## src/rtl/srx_pkg.sv

```systemverilog
package srx_pkg;
   localparam int CTL_EN_B   = 7;
   localparam int CTL_NINE_B = 6;
   localparam int CTL_ONE_B  = 5;
   localparam int CTL_CONT_B = 4;
   localparam int CTL_FERR_B = 2;
   localparam int CTL_OVR_B  = 1;
   localparam int CTL_B9_B   = 0;

   typedef enum logic [1:0] {
      ARX_IDLE  = 2'd0,
      ARX_START = 2'd1,
      ARX_DATA  = 2'd2,
      ARX_STOP  = 2'd3
   } arx_state_e;
endpackage

```

## src/rtl/rx_buf.sv

```systemverilog
module rx_buf #(
   parameter int W     = 10,
   parameter int DEPTH = 2
) (
   input  logic         clk,
   input  logic         rst_n,
   input  logic         push,
   input  logic [W-1:0] din,
   input  logic         pop,
   output logic [W-1:0] dout,
   output logic         full,
   output logic         empty
);
   localparam int AW = (DEPTH > 1) ? $clog2(DEPTH) : 1;
   localparam int CW = $clog2(DEPTH + 1);

   if (DEPTH < 1) begin : g_bad_depth
      $error("rx_buf: DEPTH must be at least 1");
   end

   logic [W-1:0]  mem [DEPTH];
   logic [AW-1:0] wp, rp;
   logic [CW-1:0] cnt;
   logic          do_push, do_pop;

   assign full    = (cnt == CW'(DEPTH));
   assign empty   = (cnt == '0);
   assign do_push = push && !full;
   assign do_pop  = pop && !empty;
   assign dout    = mem[rp];

   function automatic logic [AW-1:0] nxt(input logic [AW-1:0] p);
      return (p == AW'(DEPTH - 1)) ? '0 : p + 1'b1;
   endfunction

   always_ff @(posedge clk or negedge rst_n) begin
      if (!rst_n) begin
         wp  <= '0;
         rp  <= '0;
         cnt <= '0;
      end else begin
         if (do_push) wp <= nxt(wp);
         if (do_pop)  rp <= nxt(rp);
         if (do_push && !do_pop)      cnt <= cnt + 1'b1;
         else if (do_pop && !do_push) cnt <= cnt - 1'b1;
      end
   end

   always_ff @(posedge clk) begin
      if (do_push) mem[wp] <= din;
   end
endmodule

```

## src/rtl/async_rx_core.sv

```systemverilog
module async_rx_core
   import srx_pkg::*;
#(
   parameter int DATA_W = 8,
   parameter int OSR    = 16
) (
   input  logic              clk,
   input  logic              rst_n,
   input  logic              en,
   input  logic              tick,
   input  logic              nine,
   input  logic              rx,
   output logic              done,
   output logic [DATA_W:0]   word,
   output logic              ferr
);
   localparam int PH_W    = $clog2(OSR);
   localparam int VOTE_PH = OSR / 2 + 1;
   localparam int IDX_W   = $clog2(DATA_W + 2);

   if (OSR < 4) begin : g_bad_osr
      $error("async_rx_core: OSR must be at least 4");
   end

   arx_state_e        st;
   logic [PH_W-1:0]   phase;
   logic [1:0]        smp;
   logic [IDX_W-1:0]  bidx, last_idx;
   logic [DATA_W:0]   shreg;
   logic              vote, at_vote;

   assign vote     = (smp[1] & smp[0]) | (smp[1] & rx) | (smp[0] & rx);
   assign at_vote  = (phase == PH_W'(VOTE_PH));
   assign last_idx = nine ? IDX_W'(DATA_W) : IDX_W'(DATA_W - 1);
   assign done     = en && tick && (st == ARX_STOP) && at_vote;
   assign ferr     = !vote;
   assign word     = shreg;

   always_ff @(posedge clk or negedge rst_n) begin
      if (!rst_n) begin
         st    <= ARX_IDLE;
         phase <= '0;
         smp   <= 2'b11;
         bidx  <= '0;
         shreg <= '0;
      end else if (!en) begin
         st    <= ARX_IDLE;
         phase <= '0;
         smp   <= 2'b11;
         bidx  <= '0;
      end else if (tick) begin
         if (st == ARX_IDLE) begin
            if (!rx) begin
               st    <= ARX_START;
               phase <= PH_W'(1);
               smp   <= 2'b11;
            end
         end else begin
            smp   <= {smp[0], rx};
            phase <= (phase == PH_W'(OSR - 1)) ? '0 : phase + 1'b1;
            if (at_vote) begin
               case (st)
                  ARX_START: begin
                     if (vote) st <= ARX_IDLE;
                     else begin
                        st    <= ARX_DATA;
                        bidx  <= '0;
                        shreg <= '0;
                     end
                  end
                  ARX_DATA: begin
                     shreg <= shreg | ((DATA_W + 1)'(vote) << bidx);
                     if (bidx == last_idx) st <= ARX_STOP;
                     else                  bidx <= bidx + 1'b1;
                  end
                  default: st <= ARX_IDLE;
               endcase
            end
         end
      end
   end
endmodule

```

## src/rtl/sync_rx_core.sv

```systemverilog
module sync_rx_core #(
   parameter int DATA_W = 8
) (
   input  logic            clk,
   input  logic            rst_n,
   input  logic            en,
   input  logic            tick,
   input  logic            nine,
   input  logic            rx,
   output logic            done,
   output logic [DATA_W:0] word,
   output logic            sclk
);
   localparam int IDX_W = $clog2(DATA_W + 2);

   logic [IDX_W-1:0] cnt, nbits;
   logic [DATA_W:0]  shreg;

   assign nbits = nine ? IDX_W'(DATA_W + 1) : IDX_W'(DATA_W);
   assign done  = en && tick && sclk && (cnt == nbits);
   assign word  = shreg;

   always_ff @(posedge clk or negedge rst_n) begin
      if (!rst_n) begin
         sclk  <= 1'b0;
         cnt   <= '0;
         shreg <= '0;
      end else if (!en) begin
         sclk  <= 1'b0;
         cnt   <= '0;
         shreg <= '0;
      end else if (tick) begin
         if (!sclk) begin
            sclk  <= 1'b1;
            shreg <= shreg | ((DATA_W + 1)'(rx) << cnt);
            cnt   <= cnt + 1'b1;
         end else begin
            sclk <= 1'b0;
            if (cnt == nbits) begin
               cnt   <= '0;
               shreg <= '0;
            end
         end
      end
   end
endmodule

```

## src/rtl/serial_rx_port.sv

```systemverilog
module serial_rx_port
   import srx_pkg::*;
#(
   parameter int DATA_W      = 8,
   parameter int OSR         = 16,
   parameter int BUF_DEPTH   = 2,
   parameter int SYNC_STAGES = 2
) (
   input  logic              clk,
   input  logic              rst_n,
   input  logic              baud_tick,
   input  logic              sync_sel,
   input  logic              ctl_wr,
   input  logic [7:0]        ctl_wdata,
   output logic [7:0]        ctl_rdata,
   input  logic              rd_en,
   output logic [DATA_W-1:0] rd_data,
   output logic              rd_valid,
   input  logic              rx_pin,
   output logic              sclk_out,
   output logic              sclk_oe
);
   localparam int ENT_W = DATA_W + 2;

   if (DATA_W < 2) begin : g_bad_w
      $error("serial_rx_port: DATA_W must be at least 2");
   end

   logic rx_s;
   if (SYNC_STAGES == 0) begin : g_nosync
      assign rx_s = rx_pin;
   end else begin : g_sync
      logic [SYNC_STAGES-1:0] sr;
      always_ff @(posedge clk or negedge rst_n) begin
         if (!rst_n) sr <= '1;
         else        sr <= {sr[SYNC_STAGES-2 >= 0 ? SYNC_STAGES-2 : 0 : 0], rx_pin} & '1;
      end
      assign rx_s = sr[SYNC_STAGES-1];
   end

   logic port_en, nine_en, one_shot, cont_en, ovr;
   logic a_en, s_en, a_done, s_done, a_ferr, s_sclk;
   logic [DATA_W:0] a_word, s_word;
   logic push_req, buf_full, buf_empty;
   logic [ENT_W-1:0] ent_in, ent_out;

   assign a_en = port_en && !sync_sel && cont_en && !ovr;
   assign s_en = port_en && sync_sel && (cont_en || one_shot) && !ovr;

   async_rx_core #(.DATA_W(DATA_W), .OSR(OSR)) u_arx (
      .clk(clk), .rst_n(rst_n), .en(a_en), .tick(baud_tick), .nine(nine_en),
      .rx(rx_s), .done(a_done), .word(a_word), .ferr(a_ferr)
   );

   sync_rx_core #(.DATA_W(DATA_W)) u_srx (
      .clk(clk), .rst_n(rst_n), .en(s_en), .tick(baud_tick), .nine(nine_en),
      .rx(rx_pin), .done(s_done), .word(s_word), .sclk(s_sclk)
   );

   assign push_req = a_done || s_done;
   assign ent_in   = sync_sel ? {1'b0, s_word} : {a_ferr, a_word};

   rx_buf #(.W(ENT_W), .DEPTH(BUF_DEPTH)) u_buf (
      .clk(clk), .rst_n(rst_n), .push(push_req), .din(ent_in),
      .pop(rd_en), .dout(ent_out), .full(buf_full), .empty(buf_empty)
   );

   always_ff @(posedge clk or negedge rst_n) begin
      if (!rst_n) begin
         port_en  <= 1'b0;
         nine_en  <= 1'b0;
         one_shot <= 1'b0;
         cont_en  <= 1'b0;
         ovr      <= 1'b0;
      end else begin
         if (push_req && buf_full) ovr <= 1'b1;
         if (s_done && !cont_en)   one_shot <= 1'b0;
         if (ctl_wr) begin
            port_en  <= ctl_wdata[CTL_EN_B];
            nine_en  <= ctl_wdata[CTL_NINE_B];
            one_shot <= ctl_wdata[CTL_ONE_B];
            cont_en  <= ctl_wdata[CTL_CONT_B];
            if (!ctl_wdata[CTL_CONT_B]) ovr <= 1'b0;
         end
      end
   end

   assign rd_valid  = !buf_empty;
   assign rd_data   = ent_out[DATA_W-1:0];
   assign ctl_rdata = {port_en, nine_en, one_shot, cont_en, 1'b0,
                       ent_out[DATA_W+1] & !buf_empty, ovr,
                       ent_out[DATA_W] & !buf_empty};
   assign sclk_oe   = port_en && sync_sel;
   assign sclk_out  = s_sclk && sclk_oe;
endmodule

```

## config.mk

```make
export PLATFORM = sky130hd
export DESIGN_NAME = serial_rx_port
export DESIGN_NICKNAME = d
export VERILOG_FILES = /design/src/rtl/srx_pkg.sv /design/src/rtl/rx_buf.sv /design/src/rtl/async_rx_core.sv /design/src/rtl/sync_rx_core.sv /design/src/rtl/serial_rx_port.sv
export SDC_FILE = /design/constraint.sdc
export NUM_CORES = 1
export LEC_CHECK = 0
export ABC_AREA = 0
export ABC_CLOCK_PERIOD_IN_PS = 3100
export BUFFER_PORTS_ARGS = -buffer_cell sky130_fd_sc_hd__buf_2
export CORE_ASPECT_RATIO = 0.5
export CORE_MARGIN = 10
export CORE_UTILIZATION = 40
export DETAILED_ROUTE_END_ITERATION = 12
export PLACE_DENSITY = 0.69
export SYNTH_ARGS = -nofsm -noshare
export SYNTH_HDL_FRONTEND = slang
export SYNTH_SLANG_ARGS = --single-unit
```

## constraint.sdc

```tcl
create_clock -name clk -period 3.1 [get_ports clk]
set_input_delay 0 -clock clk [delete_from_list [all_inputs] [get_ports clk]]
set_output_delay 0 -clock clk [all_outputs]
set_load 0.01 [all_outputs]
```

# After elaboration in Yosys (flattened, before gate mapping)
# Memory sizes are Yosys's and may differ from the RTL's.
# Cells that the tools add are included.
# word_totals
ff_bits	46
ram_bits	20
wordCells	147
n_memories	1
# memory_table
name	words	width	read_ports	rd_clocked_by_memory_dff	write_ports	line_no	source
u_buf.mem	2	10	1	0	1	rx_buf.sv:21	logic [W-1:0] mem [DEPTH];
# classes
addsub	7
n_eq_ne	20
shift	2
muxes	51
bitwise	10
n_reduce_logical	39
# op_table
cell	n
two-way mux 4 bit	16
two-way mux 9 bit	5
two-way mux 2 bit	13
logical AND 1 bit	19
!= test 3 bit, second input constant	6
bitwise OR 9 bit	2
one-hot mux 9 bit (2 select lines)	1
left shift 1 x 4 -> 9 bit	2
two-way mux 1 bit	13
adder 4 x 1 -> 4 bit, second input constant	3
AND reduction 6 bit	2
two-way mux 10 bit	1
!= test 2 bit, second input constant	5
equality test 4 bit	2
equality test 4 bit, second input constant	2
zero test 1 bit	8
one-hot mux 4 bit (2 select lines)	1
equality test 2 bit, second input constant	3
nonzero test 2 bit	3
AND 1 bit	5
zero test 2 bit	2
!= test 4 bit, second input constant	1
one-hot mux 2 bit (2 select lines)	1
AND reduction 2 bit	2
8 further kinds	11

# Depth between registers and ports, before layout
# depth
ltp_word	13
depth_mapped	9

# Cells and area by module
# A second synthesis with hierarchy kept.
# unflattened
hier_cells	298
hier_area_um2	3473.3
# modules_own_cells
mod	instances	cells_each	area_per_inst_um2	seq_area_each_um2
async_rx_core	1	139	1310.0	528.0
rx_buf	1	50	927.1	700.7
sync_rx_core	1	65	726.9	350.3
serial_rx_port	1	44	509.2	177.7

# Worst setup path after synthesis
# No wires, ideal clock.
# synth_path
kind	reg-to-reg
start	register ovr
end	memory u_buf.mem[0][0], enable pin
setup_ns	0.377
t_arrival_ns	1.866
path_slack_ns	0.857
path_stages_with_launch	6
path_buffers	1
period_less_slack_ns	2.243
cell_sequence	dfrtp_1 -> and4bb_2 -> clkbuf_1 -> nand3_1 -> a21oi_1 -> nor2b_1
# synth_between
elab_chain_len	9
word_cells_on_any_way	13
cone_classes	mux: 2; reduce/logical: 11
# synth_rtl
element	line_no	source
from (decl)	serial_rx_port.sv:41	logic port_en, nine_en, one_shot, cont_en, ovr;
from (signal assigned)	serial_rx_port.sv:74	ovr <= 1'b0;
from (signal assigned)	serial_rx_port.sv:76	if (push_req && buf_full) ovr <= 1'b1;
from (signal assigned)	serial_rx_port.sv:83	if (!ctl_wdata[CTL_CONT_B]) ovr <= 1'b0;
zero test 1 bit *	serial_rx_port.sv:47, serial_rx_port.sv:48	
logical AND 1 bit, on equally long branches	serial_rx_port.sv:47, serial_rx_port.sv:48	
logical AND 1 bit, on equally long branches (3 in a row)	async_rx_core.sv:35, sync_rx_core.sv:20	
logical OR 1 bit *	serial_rx_port.sv:60	assign push_req = a_done || s_done;
logical AND 1 bit *	rx_buf.sv:28	assign do_push = push && !full;
named net u_buf.do_push	rx_buf.sv:24	logic do_push, do_pop;
two-way mux 1 bit *	rx_buf.sv:50	if (do_push) mem[wp] <= din;
two-way mux 1 bit (implied by the code) *	rx_buf.sv:50	
to (decl)	rx_buf.sv:21	
# Mark *: on every way through the listed nets, which the timed path passes. The rest lies on a longest branch.

# Worst setup path after layout
# layout_path
start	register u_srx.cnt[3]
end	memory u_buf.mem[1][0], enable pin
# layout_between
elab_chain_len	6
# layout_rtl
element	line_no	source
from (decl)	sync_rx_core.sv:16	logic [IDX_W-1:0] cnt, nbits;
from (signal assigned)	sync_rx_core.sv:36	cnt <= cnt + 1'b1;
equality test 4 bit	sync_rx_core.sv:20	assign done = en && tick && sclk && (cnt == nbits);
logical AND 1 bit	sync_rx_core.sv:20	
logical OR 1 bit	serial_rx_port.sv:60	
logical AND 1 bit	rx_buf.sv:28	
named net u_buf.do_push	rx_buf.sv:24	
two-way mux 1 bit	rx_buf.sv:50	
two-way mux 1 bit (implied by the code)	rx_buf.sv:50	
# The timed path passes the listed nets, and every way through them passes these cells.

==> flow_summary.toml <==
[outcome]
outcome = "complete, no violations"

[die]
num_io_pins = 34
die_h_um = 84.3
core_region_area_um2 = 8030
start_util_pct = 41.2
die_area_um2 = 12500
rows = 23
die_x_um = 149

[logic_synthesis]
synth-seq-area-share_pct = 53.1
ys.flop_type = "dfrtp_1"
avgSynthCellArea_um2 = 11.2
synth_cell_types = 54
synth_warnings = 0
synthArstFlopShare_pct = 69.7
netlist_area_um2 = 3310
synth_edf_count = 20
synth.net_count = 319
ys_seq_elements = 66
syn-instance-count = 295

[sta]
maxSlewViolCount = 0
final.setup.tns_ns = 0
worst_pin_slew_ns = 1.03
hold_viol_final = 0
setup_viol = 0
layout_min_cycle_time_ns = 2.27
fin_skew_ns = 0.00644
slew_headroom_pct = 31.5
rsz0062_at_grt = "false"
min_period_over_period_pct = 73.2
fmax_mhz = 441

[cts]
clock_latency_ns = 0.34
root_buffer = "clkbuf_16"
path_clk_slew_ns = 0.06
cts-buffers-inserted = 9
clock_sinks = 66
postCtsSetupRepairBufs = 0
cts_tree = "built"
clockBufferDepth = 2
htreeDepth = 3

[worst_setup_path]
crit_path_cell_trace = "nor3b_1 -> nand4_1 -> a21oi_1 -> and2_1"
ff2ff_path_depth = 4
cp.required_ns = 3.08
cp-end-kind = "flop"
timing_worst_setup_path_type = "reg2reg"
cp_slowest_stage_delay_ns = 0.47
worstPathArrival_ns = 2.25
cp-start-kind = "flop"
path_max_fanout = 10
cp_slowest_cell = "and2_1"

[final_layout]
fillCellCount = 690
fin_cells = 444
syn_to_final_growth_pct = 18.6
regArea_um2 = 1760
multiInputGateArea_um2 = 1400
drive_gt1_share_pct = 22.4
fin_nets = 350
design_area_um2 = 3930

[grt]
grt_antenna_before_repair = 0
grt_pass1_vias = 2550
grt_overflow = 0
grt.busiest_layer = "met2"
grt_pass1_wl_um = 12600
use_met2_pct = 20.2
met3_usage_pct = 3.75
grt_max_degree = 47
use_met1_pct = 13.9
track_usage_pct = 12.2

[placement]
place_inst = 416
dpl.hpwl_um = 4930
gp_congestion = 0.837
port-buffer-count = 28
placed_area_um2 = 3490

[drt]
ant_nets = 0
first_pass_iters = 5
num_vias = 2492
viasPerCell = 5.61
wire_per_inst_um = 16.5
drc_errors = 0
first_iter_violations = 243
drt_wl_total_um = 7330

[power]
p_leak_nw = 1.66
vdd_drop_max_mv = 0.282
powerDensity_nw_per_um2 = 541
totalPowerFinal_mw = 2.12

[hold_path]
holdCritPathClass = "in2reg"
hold_depth = 4

[job]
max_cap_viol_count = 0
-- final cells by class --
cell class / count / share of cell area (%)
Antenna cell: 1 / 0.0638
Clock buffer: 9 / 5.74
Clock inverter: 7 / 2.55
Inverter: 11 / 1.05
Multi-Input combinational cell: 198 / 35.7
Sequential cell: 66 / 44.8
Tap cell: 112 / 3.57
Timing Repair Buffer: 40 / 6.57
-- worst paths after layout --
kind                                          startpoint                        end  slack (ns)
min in group asynchronous                          rst_n        nine_en$_DFFE_PN0P_        0.38
worst min-delay path                              ctl_wr       one_shot$_DFFE_PN0P_        0.07
worst max register to register  u_srx.cnt[3]$_DFFE_PN0P_  u_buf.mem[1][0]$_DFFE_PP_        0.83
max in group asynchronous                          rst_n     u_srx.sclk$_DFFE_PN0P_        2.07
worst min register to register    g_sync.sr[0]$_DFF_PN1_     g_sync.sr[1]$_DFF_PN1_        0.36
worst max-delay path            u_srx.cnt[3]$_DFFE_PN0P_  u_buf.mem[1][0]$_DFFE_PP_        0.83
-- synthesized netlist by cell type (3+ instances only) --
cell type / count / area share, %
nand3_1: 4 / 0.60
o21ai_0: 5 / 0.76
edfxtp_1: 20 / 18
nand3b_1: 3 / 0.68
mux2i_1: 4 / 1.2
nor4_1: 5 / 0.95
dfstp_2: 4 / 3.2
xnor2_1: 5 / 1.3
a22o_1: 4 / 1.1
buf_4: 6 / 1.4
clkbuf_1: 8 / 0.91
a21oi_1: 9 / 1.4
inv_1: 11 / 1.2
nand2b_1: 6 / 1.1
and2_1: 6 / 1.1
ha_1: 9 / 3.4
nand4_1: 4 / 0.76
nor2b_1: 6 / 1.1
mux2_2: 20 / 6.8
and3_1: 3 / 0.57
a32o_1: 6 / 1.8
dfrtp_1: 42 / 32
a211oi_1: 3 / 0.68
nand2_1: 17 / 1.9
o22ai_1: 5 / 0.95
buf_2: 4 / 0.60
o31ai_1: 3 / 0.68
a31oi_1: 11 / 2.1
xor2_1: 3 / 0.79
nor2_1: 29 / 3.3
nor3_1: 4 / 0.60
-- cells by family after synthesis --
| family | synth area share, % |
|---|---|
| AND/OR/NAND/NOR | 15.3 |
| adder cells (fa/ha/maj) | 3.74 |
| other | 0.113 |
| buffers and inverters | 4.57 |
| AO/OA/AOI/OAI | 12.6 |
| multiplexers | 8.47 |
| XOR/XNOR | 2.12 |
| flip-flops | 53.1 |
-- where the power goes --
group	total (mW)	switching (mW)	internal (mW)
Clock	1.10	0.393	0.710
Sequential	0.920	0.0153	0.904
Combinational	0.0999	0.0582	0.0417
-- repair_timing --
item	4_1_cts	5_1_grt
hold endpoints to repair	49	0
resized for setup	0	0
hold buffers	11	0
-- worst max-delay path, delay by kind of cell (launching register included) --
family | cells | cell delay (ns)
and+or+nand+nor | 3 | 1.07
DFF | 1 | 0.45
AOI/OAI and AO/OA | 1 | 0.39
-- placed cells by master, fill, tap and decap left out, types with 9 or more instances in the layout --
cell type	Yosys	layout
a21oi_1	9	9
a31oi_1	11	11
buf_2	4	28
clkbuf_16	0	9
dfrtp_1	42	42
dlygate4sd3_1	0	11
edfxtp_1	20	20
ha_1	9	9
inv_1	11	11
mux2_2	20	20
nand2_1	17	17
nor2_1	29	29
-- stage by stage --
| stage | worst slack (ns) | hold slack, ns | utilization (%) |
|---|---|---|---|
| after detailed placement | 0.845 | 0.134 | 43.4 |
| final | 0.830 | 0.0652 | 48.9 |
| after global routing | 0.636 | 0.101 | 48.9 |
| after global placement | 0.887 | 0.139 | 43.4 |
| after floorplan | 0.857 | -0.296 | - |
| after CTS | 0.820 | 0.0478 | 48.9 |
-- metal layers --
metal / routed length (um) / vias up
met5: 0 / -
met4: 221 / 0
met3: 367 / 27
met2: 3520 / 72
met1: 3220 / 1250
li1: - / 1143
-- state kept, by name (all words and copies together) (netlist names) --
signal and cells:
u_arx.st 2, u_arx.word 9, g_sync.sr 2, u_arx.phase 4
u_buf.rp 1, port_en 1, u_srx.cnt 4, one_shot 1
cont_en 1, nine_en 1, ovr 1, u_arx.bidx 4
u_buf.wp 1, u_arx.smp 2, u_srx.word 9, u_srx.sclk 1
u_buf.mem 20, u_buf.cnt 2
No activity file was read; power rests on OpenSTA's default activity.
